[src/rtl/acc_pkg.sv]
package acc_pkg;
    localparam int DATA_W = 8;
    localparam int ADDR_W = 6;
    localparam int OP_W   = DATA_W - ADDR_W;
    localparam int DEPTH  = 1 << ADDR_W;

    typedef enum logic [2:0] {
        PH_F0 = 3'd0,
        PH_F1 = 3'd1,
        PH_F2 = 3'd2,
        PH_X0 = 3'd3,
        PH_X1 = 3'd4,
        PH_X2 = 3'd5
    } phase_e;

    typedef enum logic [OP_W-1:0] {
        OP_LOAD  = 2'b00,
        OP_STORE = 2'b01,
        OP_ADD   = 2'b10,
        OP_JUMP  = 2'b11
    } op_e;

    typedef struct packed {
        op_e               op;
        logic [ADDR_W-1:0] addr;
    } instr_t;

    typedef struct packed {
        logic ma_pc;
        logic ma_ir;
        logic md_mem;
        logic md_acc;
        logic ir_ld;
        logic pc_inc;
        logic pc_jmp;
        logic ac_md;
        logic ac_add;
        logic mem_we;
    } ctrl_t;

    function automatic instr_t split_instr(input logic [DATA_W-1:0] w);
        return instr_t'(w);
    endfunction
endpackage

[src/rtl/acc_mem.sv]
module acc_mem
    import acc_pkg::*;
#(
    parameter int DW = DATA_W,
    parameter int AW = ADDR_W
) (
    input  logic          clk,
    input  logic          pre_we,
    input  logic [AW-1:0] pre_addr,
    input  logic [DW-1:0] pre_data,
    input  logic          core_we,
    input  logic [AW-1:0] core_addr,
    input  logic [DW-1:0] core_wdata,
    output logic [DW-1:0] core_rdata,
    input  logic [AW-1:0] obs_addr,
    output logic [DW-1:0] obs_data
);
    localparam int WORDS = 1 << AW;

    logic [DW-1:0] store_q [WORDS];

    // preload port wins over a core store in the same cycle
    always_ff @(posedge clk) begin
        if (pre_we)
            store_q[pre_addr] <= pre_data;
        else if (core_we)
            store_q[core_addr] <= core_wdata;
    end

    assign core_rdata = store_q[core_addr];
    assign obs_data   = store_q[obs_addr];
endmodule

[src/rtl/acc_seq.sv]
module acc_seq
    import acc_pkg::*;
(
    input  logic   clk,
    input  logic   rst,
    input  op_e    op,
    output phase_e phase,
    output ctrl_t  ctrl
);
    phase_e ph_q, ph_d;

    always_comb begin
        ph_d = ph_q;
        case (ph_q)
            PH_F0:   ph_d = PH_F1;
            PH_F1:   ph_d = PH_F2;
            PH_F2:   ph_d = PH_X0;
            PH_X0:   ph_d = (op == OP_JUMP) ? PH_F0 : PH_X1;
            PH_X1:   ph_d = PH_X2;
            PH_X2:   ph_d = PH_F0;
            default: ph_d = PH_F0;
        endcase
    end

    always_ff @(posedge clk) begin
        if (rst) ph_q <= PH_F0;
        else     ph_q <= ph_d;
    end

    always_comb begin
        ctrl = '0;
        case (ph_q)
            PH_F0: ctrl.ma_pc = 1'b1;
            PH_F1: ctrl.md_mem = 1'b1;
            PH_F2: begin
                ctrl.ir_ld  = 1'b1;
                ctrl.pc_inc = 1'b1;
            end
            PH_X0: begin
                if (op == OP_JUMP) ctrl.pc_jmp = 1'b1;
                else               ctrl.ma_ir  = 1'b1;
            end
            PH_X1: begin
                if (op == OP_STORE) ctrl.md_acc = 1'b1;
                else                ctrl.md_mem = 1'b1;
            end
            PH_X2: begin
                case (op)
                    OP_LOAD:  ctrl.ac_md  = 1'b1;
                    OP_ADD:   ctrl.ac_add = 1'b1;
                    OP_STORE: ctrl.mem_we = 1'b1;
                    default:  ;
                endcase
            end
            default: ;
        endcase
    end

    assign phase = ph_q;
endmodule

[src/rtl/acc_dp.sv]
module acc_dp
    import acc_pkg::*;
#(
    parameter int DW = DATA_W,
    parameter int AW = ADDR_W
) (
    input  logic          clk,
    input  logic          rst,
    input  ctrl_t         ctrl,
    input  logic [DW-1:0] rdata,
    output logic [DW-1:0] acc,
    output logic [AW-1:0] pc,
    output logic [DW-1:0] ir,
    output logic [AW-1:0] ma,
    output logic [DW-1:0] md
);
    localparam logic [AW-1:0] PC_STEP = AW'(1);

    always_ff @(posedge clk) begin
        if (rst) begin
            acc <= '0;
            pc  <= '0;
            ir  <= '0;
            ma  <= '0;
            md  <= '0;
        end else begin
            if (ctrl.ma_pc)       ma <= pc;
            else if (ctrl.ma_ir)  ma <= ir[AW-1:0];

            if (ctrl.md_mem)      md <= rdata;
            else if (ctrl.md_acc) md <= acc;

            if (ctrl.ir_ld)       ir <= md;

            if (ctrl.pc_inc)      pc <= pc + PC_STEP;
            else if (ctrl.pc_jmp) pc <= ir[AW-1:0];

            if (ctrl.ac_md)       acc <= md;
            else if (ctrl.ac_add) acc <= acc + md;
        end
    end
endmodule

[src/rtl/acc_cpu.sv]
module acc_cpu
    import acc_pkg::*;
#(
    parameter int DW = DATA_W,
    parameter int AW = ADDR_W
) (
    input  logic          clk,
    input  logic          rst,
    input  logic          pre_we,
    input  logic [AW-1:0] pre_addr,
    input  logic [DW-1:0] pre_data,
    input  logic [AW-1:0] obs_addr,
    output logic [DW-1:0] obs_data,
    output logic [DW-1:0] acc_o,
    output logic [AW-1:0] pc_o,
    output logic [DW-1:0] ir_o,
    output logic [AW-1:0] mar_o,
    output logic [DW-1:0] mdr_o,
    output logic [2:0]    phase_o
);
    ctrl_t         ctrl;
    phase_e        phase;
    instr_t        cur;
    logic [DW-1:0] rdata;

    assign cur = split_instr(ir_o);

    acc_seq u_seq (
        .clk   (clk),
        .rst   (rst),
        .op    (cur.op),
        .phase (phase),
        .ctrl  (ctrl)
    );

    acc_dp #(.DW(DW), .AW(AW)) u_dp (
        .clk   (clk),
        .rst   (rst),
        .ctrl  (ctrl),
        .rdata (rdata),
        .acc   (acc_o),
        .pc    (pc_o),
        .ir    (ir_o),
        .ma    (mar_o),
        .md    (mdr_o)
    );

    acc_mem #(.DW(DW), .AW(AW)) u_mem (
        .clk        (clk),
        .pre_we     (pre_we),
        .pre_addr   (pre_addr),
        .pre_data   (pre_data),
        .core_we    (ctrl.mem_we),
        .core_addr  (mar_o),
        .core_wdata (mdr_o),
        .core_rdata (rdata),
        .obs_addr   (obs_addr),
        .obs_data   (obs_data)
    );

    assign phase_o = phase;
endmodule

[config.mk]
export PLATFORM = sky130hd
export DESIGN_NAME = acc_cpu
export DESIGN_NICKNAME = d
export VERILOG_FILES = /design/src/rtl/acc_pkg.sv /design/src/rtl/acc_mem.sv /design/src/rtl/acc_seq.sv /design/src/rtl/acc_dp.sv /design/src/rtl/acc_cpu.sv
export SDC_FILE = /design/constraint.sdc
export NUM_CORES = 1
export LEC_CHECK = 0
export ABC_AREA = 1
export CORE_ASPECT_RATIO = 1.5
export CORE_MARGIN = 8
export CORE_UTILIZATION = 30
export CTS_CLUSTER_DIAMETER = 100
export CTS_CLUSTER_SIZE = 12
export DETAILED_ROUTE_END_ITERATION = 16
export HOLD_SLACK_MARGIN = 0.08
export MAX_ROUTING_LAYER = met4
export RECOVER_POWER = 50
export SLEW_MARGIN = 20
export SYNTH_ARGS = -nofsm -noshare
export SYNTH_HDL_FRONTEND = slang
export SYNTH_SLANG_ARGS = --single-unit
[constraint.sdc]
create_clock -name clk -period 8.3 [get_ports clk]
set_clock_uncertainty 0.05 [all_clocks]
set_input_delay 1.66 -clock clk [delete_from_list [all_inputs] [get_ports clk]]
set_output_delay 1.66 -clock clk [all_outputs]
set_load 0.01 [all_outputs]
# ---- After elaboration in Yosys (flattened, before gate mapping)
# Memory sizes are Yosys's and may differ from the RTL's. A register that Yosys moved wholly into a read port is not among the register bits.
# Cells that the tools add are included.
dict set report op_classes {
  addsub 2
  eq_ne 8
  mux 33
  n_reduce_logical 7
}
# cell n
set op_table {}
lappend op_table {{$mux W6} 7}
lappend op_table {{$mux W8} 5}
lappend op_table {{$mux W1} 16}
lappend op_table {{$pmux W3 S5} 1}
lappend op_table {{$add A8 B8 Y8} 1}
lappend op_table {{$reduce_bool A2 Y1} 4}
lappend op_table {{$reduce_or A8 Y1} 1}
lappend op_table {{$add A6 B1 Y6 const B} 1}
lappend op_table {{$eq A3 B2 Y1 const B} 2}
lappend op_table {{$eq A3 B3 Y1 const B} 2}
lappend op_table {{$mux W3} 2}
lappend op_table {{$eq A2 B2 Y1 const B} 2}
lappend op_table {{$eq A3 B1 Y1 const B} 1}
lappend op_table {{$logic_not A3 Y1} 1}
lappend op_table {{$eq A2 B1 Y1 const B} 1}
lappend op_table {{$logic_not A2 Y1} 1}
lappend op_table {{$mux W2} 1}
lappend op_table {{$pmux W1 S2} 1}
dict set report totals {
  regBits 39
  ramBits 512
  inputBits 23
  out_inout_bits 47
  elab_cells 57
  mem_count 1
}
# memory words word_bits rd rd_ports_with_merged_regs wr line
set mem_list {}
lappend mem_list {u_mem.store_q 64 8 2 1 1 acc_mem.sv:20} ;# logic [DW-1:0] store_q [WORDS];

# ---- Depth between registers and ports, before layout
# Gate-level depths: netlist (run 1).
dict set report depth {
  word_depth 8
  depth_mapped 14
  ltp_nobuf 11
}

# ---- By module
# From an unflattened synthesis (run 1), not the netlist that was laid out.
dict set report unflattened {
  hier_cells 3319
  hier_area_um2 28392.2
}
# module instances cells_per_inst area_per_inst_um2 seq_area_each_um2
set modules_own_cells {}
lappend modules_own_cells {acc_mem 1 3018 26277.7 15374.7}
lappend modules_own_cells {acc_dp 1 268 1906.8 720.7}
lappend modules_own_cells {acc_seq 1 33 207.7 60.1}

# ---- Worst setup path before layout (run 1)
# OpenSTA, ideal clock, no wires.
dict set report synth_timing {
  path_type {in2reg}
  startpoint {in pre_we}
  endpoint {mem u_mem.store_q[0][1] in the netlist's numbering, data pin}
  setup_ps 702
  arrival_ps 4738
  required_time_ps 7548
  path_slack_ps 2809
  cell_stages 5
  n_path_buf 2
  cell_sequence {inv_1 nand2_2 buf_4 clkbuf_1 o21ai_0}
}
dict set report synth_between {
  elab_chain_cells 4
}
# item line
set synth_rtl {}
lappend synth_rtl {{start: declaration} acc_cpu.sv:9} ;# input logic pre_we,
lappend synth_rtl {{$mux W1} acc_mem.sv:24} ;# if (pre_we)
lappend synth_rtl {{$mux W1 (not written as such)} acc_mem.sv:27} ;# store_q[core_addr] <= core_wdata;
lappend synth_rtl {{$reduce_or A8 Y1 (no line)} -}
lappend synth_rtl {{$mux W8 (no line)} -}
lappend synth_rtl {{end: declaration} acc_mem.sv:20}
# Every way passes these cells.

# ---- Worst setup path after layout (run 1)
dict set report layout_timing {
  startpoint {in obs_addr[0]}
  endpoint {out obs_data[3]}
}
dict set report layout_between {
  elab_chain_cells 1
}
# item line
set layout_rtl {}
lappend layout_rtl {{start: declaration} acc_cpu.sv:12} ;# input logic [AW-1:0] obs_addr,
lappend layout_rtl {{$mem_v2 Z64 W8} -}
lappend layout_rtl {{end: declaration} acc_cpu.sv:13} ;# output logic [DW-1:0] obs_data,
# Every way passes these cells.

==> metrics.md, run 1 <==
| Metric | Value |
|---|---|
| Outcome | finished with violations |
| Failing checks | capacitance limit, slew limit |
| Largest net degree at the start of global routing | 173 |
| Final WS setup | 1.725 ns |
| CP Max Fanout | 95 |
| Share of Yosys cell area claimed by the top area cell type | 0.5538 |
| Initial antenna violation count | 0 |
| Placed Cells | 4,198 |
| 1st-pass router iterations | 8 |
| Setup TNS | 0 ns |
| Power per cell area | 203.4 nW/um2 |
| Rel. slew slack | -1.291 |
| Most frequent cell after synthesis | nand2_1 |
| Starting density of the core | 0.3027 |
| Root buffer cell | clkbuf_16 |
| Worst setup EP type | output port |
| Placed wire-length estimate | 58,730 um |
| Remaining global-route overflow | 0 |
| Maximum clock path buffer count | 3 |
| Worst EP required | 6.59 ns |
| IO Pins | 70 |
| Setup violators final | 0 |
| Async S/R FF share, synth | 0 |
| H-tree Lvls | 2 |
| RSZ-0062 raised after global routing | false |
| Top_reg_cell synth | edfxtp_1 |
| Leading area contributor after synthesis | edfxtp_1 |
| VDD IR-drop max | 0.1491 mV |
| Leakage | 0.01095 uW |
| Sequential cell area fraction in the yosys report | 0.5862 |
| Startpoint types | primary input |
| Vias in the first global route | 23,320 |
| Worst-margin pin slew | 3.437 ns |
| Warnings from Yosys | 0 |
| First-pass GRT wire length | 144,700 um |
| Commonest cells post-synth | nand2_1, edfxtp_1, nand3_1 |
| Synth top area cells | edfxtp_1, nand2_1, nand3_1 |
| Post CTS Setup Buffer Count | 0 |
| Max Clk Rate | 152.1 MHz |
| Fin crit period | 6.575 ns |
| Share of cells above drive strength 1 | 0.04528 |
| CTS resizes | 0 |
| Crit path arrival time | 4.86 ns |
| WL per Instance | 22.91 um |
| Worst slack, placed | 1.756 ns |
| Max-Cap Viols | 8 |
| Final worst path period share | 0.7922 |
| Vias/cell | 5.597 |
| Hold Buf Count CTS | 0 |
| Endpoints failing hold | 0 |
| Die Y | 388.6 um |
| Core area | 91,720 um2 |
| Pins over their slew limit | 520 |
| CTS Sinks | 557 |
| Syn_area_per_cell | 8.848 um2 |
| Reg2Reg Depth | 7 |
| Drt total wl | 97,690 um |
| Synth Register Bits | 557 |
| Worst-skew pair later-pin latency | 0.63 ns |
| PortBufs | 69 |
| TritonCTS Buffers | 52 |
| Post-synth EDFFs | 512 |
| GR Util All Layers | 0.1882 |
| Via count | 23,870 |
| Non-filler instance count after layout | 4,265 |
| Antenna Nets Post-Route | 0 |
| Mapped cell area | 27,760 um2 |
| Post-Syn Instances | 3,138 |
| Reg clk slew, reported paths | 0.06 ns |
| Detailed-route DRC error count | 0 |
| Hold Path Class | flip-flop to flip-flop |
| Syn nets | 3,170 |
| Kind of critical path | primary input to output port |
| Die Area | 102,700 um2 |
| FP Rows | 136 |
| Distinct cells, synth | 33 |
| Iter 0 DRT Violations | 2,639 |
| Layout area overhead | 11.23% |
| Die Span X | 264.4 um |
| Placer Congestion | 0.8791 |
| Worst hold stages | 2 |
| Nets | 3,111 |
| CTS tree | built |
| Final Util | 0.3367 |
| Antenna Cells | 0 |
## sequential cells by signal, indices dropped and copies added, names as in the netlist, named ones only
register / count
u_dp.ma: 6
u_dp.md: 8
u_seq.phase: 3
u_dp.acc: 8
u_dp.pc: 6
u_mem.store_q: 512
u_dp.ir: 8
## kinds of logic (layout without fill, tap and decap cells)
group,count (synthesis),after routing,share of synthesized area
xor gates and xnor gates,4,4,0.001262
DFF,557,557,0.5862
AOI/OAI and AO/OA,549,549,0.1078
and+or+nand+nor,1728,1728,0.2577
buffers and inverters,286,240,0.04065
muxes,5,5,0.002028
adders and majority gates,9,9,0.004326
## routing by layer
layer  routed length, um  GRT usage  part of all wire
met5                   0          -                 0
met4                6661     0.1178             0.068
met3                7456    0.02275             0.076
met2               47910     0.3169              0.49
met1               35660     0.2117              0.37
## through the flow
step	hold WS [ns]	cell area, um2	total power (uW)
2_1_floorplan	0.4644	27760	3765
3_3_place_gp	0.4573	29530	4153
3_5_place_dp	0.4614	29530	4158
4_1_cts	0.4738	30920	6293
5_1_grt	0.5076	30880	6469
6_report	0.4653	30880	6282
## layout make-up
| cell class | instances | area [um2] |
|---|---|---|
| repair buffers | 115 | 1111 |
| fillers | 9236 | 60840 |
| well taps | 1173 | 1468 |
| clock inverters | 3 | 26.28 |
| flip-flops and latches | 557 | 16280 |
| inverters | 58 | 237.7 |
| clock buffers | 64 | 1368 |
| multi-input cells | 2295 | 10390 |
## layout by cell type, fill, tap and decap left out, types with 3 or more instances in the layout
cell type	count
o211ai_1	8
o22ai_1	123
o221ai_1	7
clkbuf_1	20
inv_2	7
buf_12	9
buf_4	29
inv_6	4
xor2_1	4
mux2_2	5
a31oi_1	13
clkdlybuf4s50_1	26
nor3_1	3
nor2_1	361
ha_1	8
nand3_1	463
o21ai_1	8
a21oi_1	41
dlygate4sd3_1	40
nand2_1	883
nand4_1	3
o21ai_2	6
or2_2	4
clkinv_1	3
nor2_2	3
clkbuf_16	53
edfxtp_1	512
o21ai_0	338
inv_1	42
nand4_2	6
dfxtp_1	42
## critical path: stages
cell and delay [ns]:
clkbuf_8 0.35, inv_6 0.59, buf_12 0.36, o21ai_0 0.13, o22ai_1 0.16, o21ai_0 0.09, o21ai_0 0.49, nand2_1 0.13
nand2_1 0.10, nand2_1 0.05, nand2_1 0.12, clkdlybuf4s50_1 0.55
## worst paths after layout
kind / startpoint / to / slack (ns)
setup / recovery: obs_addr[0] / obs_data[3] / 1.73
hold / removal: u_dp.pc[5] / u_dp.pc[5] / 0.47
setup reg to reg: u_seq.phase[0] / u_mem.store_q[21][5] / 3.11
hold reg to reg: u_dp.pc[5] / u_dp.pc[5] / 0.47
## where the power goes
| part | internal [uW] | total (uW) | switching [uW] |
|---|---|---|---|
| clock | 1140 | 2170 | 1030 |
| combinational | 261 | 972 | 710 |
| sequential | 3100 | 3140 | 44.0 |
| total | 4500 | 6280 | 1780 |
Power figures use the tool's default switching activity.
==> inputs of run 2 (changes only) <==
Clock period 8.3 ns to 6.1 ns, I/O delays scaled along.
==> run 2 against run 1 <==
Against the previous run: the flow still finishes with violations (capacitance limit, slew limit); sequential power up 36%; global-route usage is 0.45 points higher; flip-flop and latch count is the same; setup slack lost 1.5 ns; core utilization grew 0.35 points; cell count up 1.0%; first-iteration DRC count down 5.8%; register-to-register slack worse by 2.9 ns.
==> metrics.md, run 2 (synthesis results as in run 1) <==
| Metric | Value |
|---|---|
| Setup violators final | 0 (unchanged) |
| FP Rows | 136 (unchanged) |
| Placement Cell Area | 29,900 um2 (+1.3%) |
| Reg2Reg Depth | 11 (+4) |
| Detailed-route DRC error count | 0 (unchanged) |
| Antenna Cells | 0 (unchanged) |
| Placed wire-length estimate | 63,540 um (+8.2%) |
| Setup TNS | 0 ns (unchanged) |
| Share of cells above drive strength 1 | 0.05517 (+0.009888) |
| Nets | 3,156 (+1.4%) |
| H-tree Lvls | 2 (unchanged) |
| CP bufs+invs | 2 (-2) |
| 1st-pass router iterations | 10 (+2) |
| Drt total wl | 100,600 um (+3.0%) |
| Max Clk Rate | 171.2 MHz |
| Most frequent cells in the layout | nand2_1, edfxtp_1, nand3_1, nor2_1, o21ai_0 |
| First-pass GRT wire length | 147,300 um (+1.7%) |
| IO Pins | 70 (unchanged) |
| Vias in the first global route | 23,170 (-0.68%) |
| Starting density of the core | 0.3027 (unchanged) |
| Reg clk slew, reported paths | 0.07 ns (about the same) |
| Pins over their slew limit | 329 (-37%) |
| CTS tree | built |
| Maximum clock path buffer count | 3 (unchanged) |
| GR Util All Layers | 0.1927 (+0.004529) |
| Die Y | 388.6 um (unchanged) |
| Outcome | finished with violations |
| Kind of critical path | flip-flop to flip-flop |
| CTS resizes | 0 (unchanged) |
| Startpoint types | flip-flop |
| VDD IR-drop max | 0.1950 mV (+31%) |
| Worst setup EP type | flip-flop |
| Die Span X | 264.4 um (unchanged) |
| Iter 0 DRT Violations | 2,486 (-5.8%) |
| CP Max Fanout | 55 (-42%) |
| Leakage | 0.01118 uW (+2.1%) |
| Initial antenna violation count | 1 (+1) |
| Placed Cells | 4,242 (+1.0%) |
| Hold Buf Count CTS | 0 (unchanged) |
| FF-to-FF End | u_dp.md[7] |
| Worst-skew pair later-pin latency | 0.63 ns (about the same) |
| Antenna Nets Post-Route | 0 (unchanged) |
| Hold Path Class | flip-flop to flip-flop |
| Worst-margin pin slew | 3.792 ns (+0.3547 ns) |
| Rel. slew slack | -1.528 (-0.2365) |
| Crit-path cells | clkbuf_2 -> clkbuf_1 -> nand3_1 -> nand3_1 -> nand2_1 -> nand2_1 -> nand3_1 -> nand3_1 -> nand2_1 -> nand2_1 -> a21oi_1 |
| Endpoints failing hold | 0 (unchanged) |
| Root buffer cell | clkbuf_16 |
| Remaining global-route overflow | 0 (unchanged) |
| Design area | 31,200 um2 (+1.0%) |
| Placer Congestion | 0.9028 (+2.7%) |
| Failing checks | capacitance limit, slew limit |
| RSZ-0062 raised after global routing | false |
| Fin crit period | 5.842 ns |
| Total power | 8579 uW (+37%) |
| Hold path start | u_dp.ir[2] |
| Core area | 91,720 um2 (unchanged) |
| Layout area overhead | 12.39% |
| Vias/cell | 5.617 (+0.36%) |
| TritonCTS Buffers | 52 (unchanged) |
| Worst EP required | 6.49 ns (-0.10 ns) |
| Via count | 24,200 (+1.4%) |
| Post CTS Setup Buffer Count | 0 (unchanged) |
| Hold EP | u_dp.ir[2] |
| Worst path slowest cell | clkbuf_1 |
| Power per cell area | 274.9 nW/um2 (+35%) |
| Final Util | 0.3402 (+0.003520) |
| Reg-to-reg slack, setup | 0.26 ns (-2.85 ns) |
| Crit path arrival time | 6.23 ns (+1.37 ns) |
| Final worst path period share | 0.9577 |
| WL per Instance | 23.36 um (+2.0%) |
| Largest net degree at the start of global routing | 115 (-34%) |
| Most common cell after layout, fill and taps aside | nand2_1 |
| Worst hold stages | 2 (unchanged) |
| Top reg by flops | u_mem.store_q |
| CTS Sinks | 557 (unchanged) |
| CP peak stage delay | 2.72 ns (+2.13 ns) |
| PortBufs | 69 (unchanged) |
| Max FFs per register | 512 (unchanged) |
| Cell family with most CP delay | buffers and inverters |
| Max-Cap Viols | 8 (unchanged) |
| Non-filler instance count after layout | 4,309 (+1.0%) |
| Die Area | 102,700 um2 (unchanged) |
## run 2: cell types whose count changed in the layout (fill, tap and decap cells not counted), sizes merged
cell and change:
inv +3, dlygate4sd3 +1, clkinv -3, clkbuf +4
buf +40, clkdlybuf4s50 -1
## run 2: worst min-delay path, stage by stage, from the launching register on
cell and delay, ns:
dfxtp_1 0.34, nand2_1 0.08, a21oi_1 0.06
## run 2: worst max-delay path by stage
stage | startpoint | endpoint | slack (ns) | cells after the start
floorplan | pre_we | u_mem.store_q[0][1] | 1.05 | 5
global placement | obs_addr[0] | obs_data[6] | 0.85 | 10
detailed placement | obs_addr[0] | obs_data[3] | 0.84 | 13
CTS | obs_addr[0] | obs_data[6] | 0.82 | 10
global route | pre_we | u_mem.store_q[17][1] | 0.33 | 6
finish | flip-flop | u_dp.md[7] | 0.26 | 11
## run 2: layout make-up
| class | count | area (um2) |
|---|---|---|
| Fill cell | 9231 | 60510 |
| Sequential cell | 557 | 16280 |
| Multi-Input combinational cell | 2295 | 10350 |
| Timing Repair Buffer | 160 | 1471 |
| Tap cell | 1173 | 1468 |
| Clock buffer | 63 | 1364 |
| Inverter | 58 | 237.7 |
| Clock inverter | 3 | 26.28 |
## run 2: through the flow
stage	hold slack [ns]	setup slack [ns]
after floorplan	0.4644	1.049
after global placement	0.4618	0.8462
after detailed placement	0.4612	0.8386
after CTS	0.4703	0.8241
after global routing	0.5049	0.3321
final	0.4727	0.2580
## run 2: routing by layer
layer,GRT usage,wire length [um]
met1,0.2135,36230
met2,0.3285,50000
met3,0.02301,7194
met4,0.1212,7219
met5,-,0
## run 2: where the power goes
part | internal, uW | total, uW | switching, uW
clock | 1550 | 2950 | 1400
combinational | 372 | 1360 | 989
sequential | 4210 | 4260 | 58.0
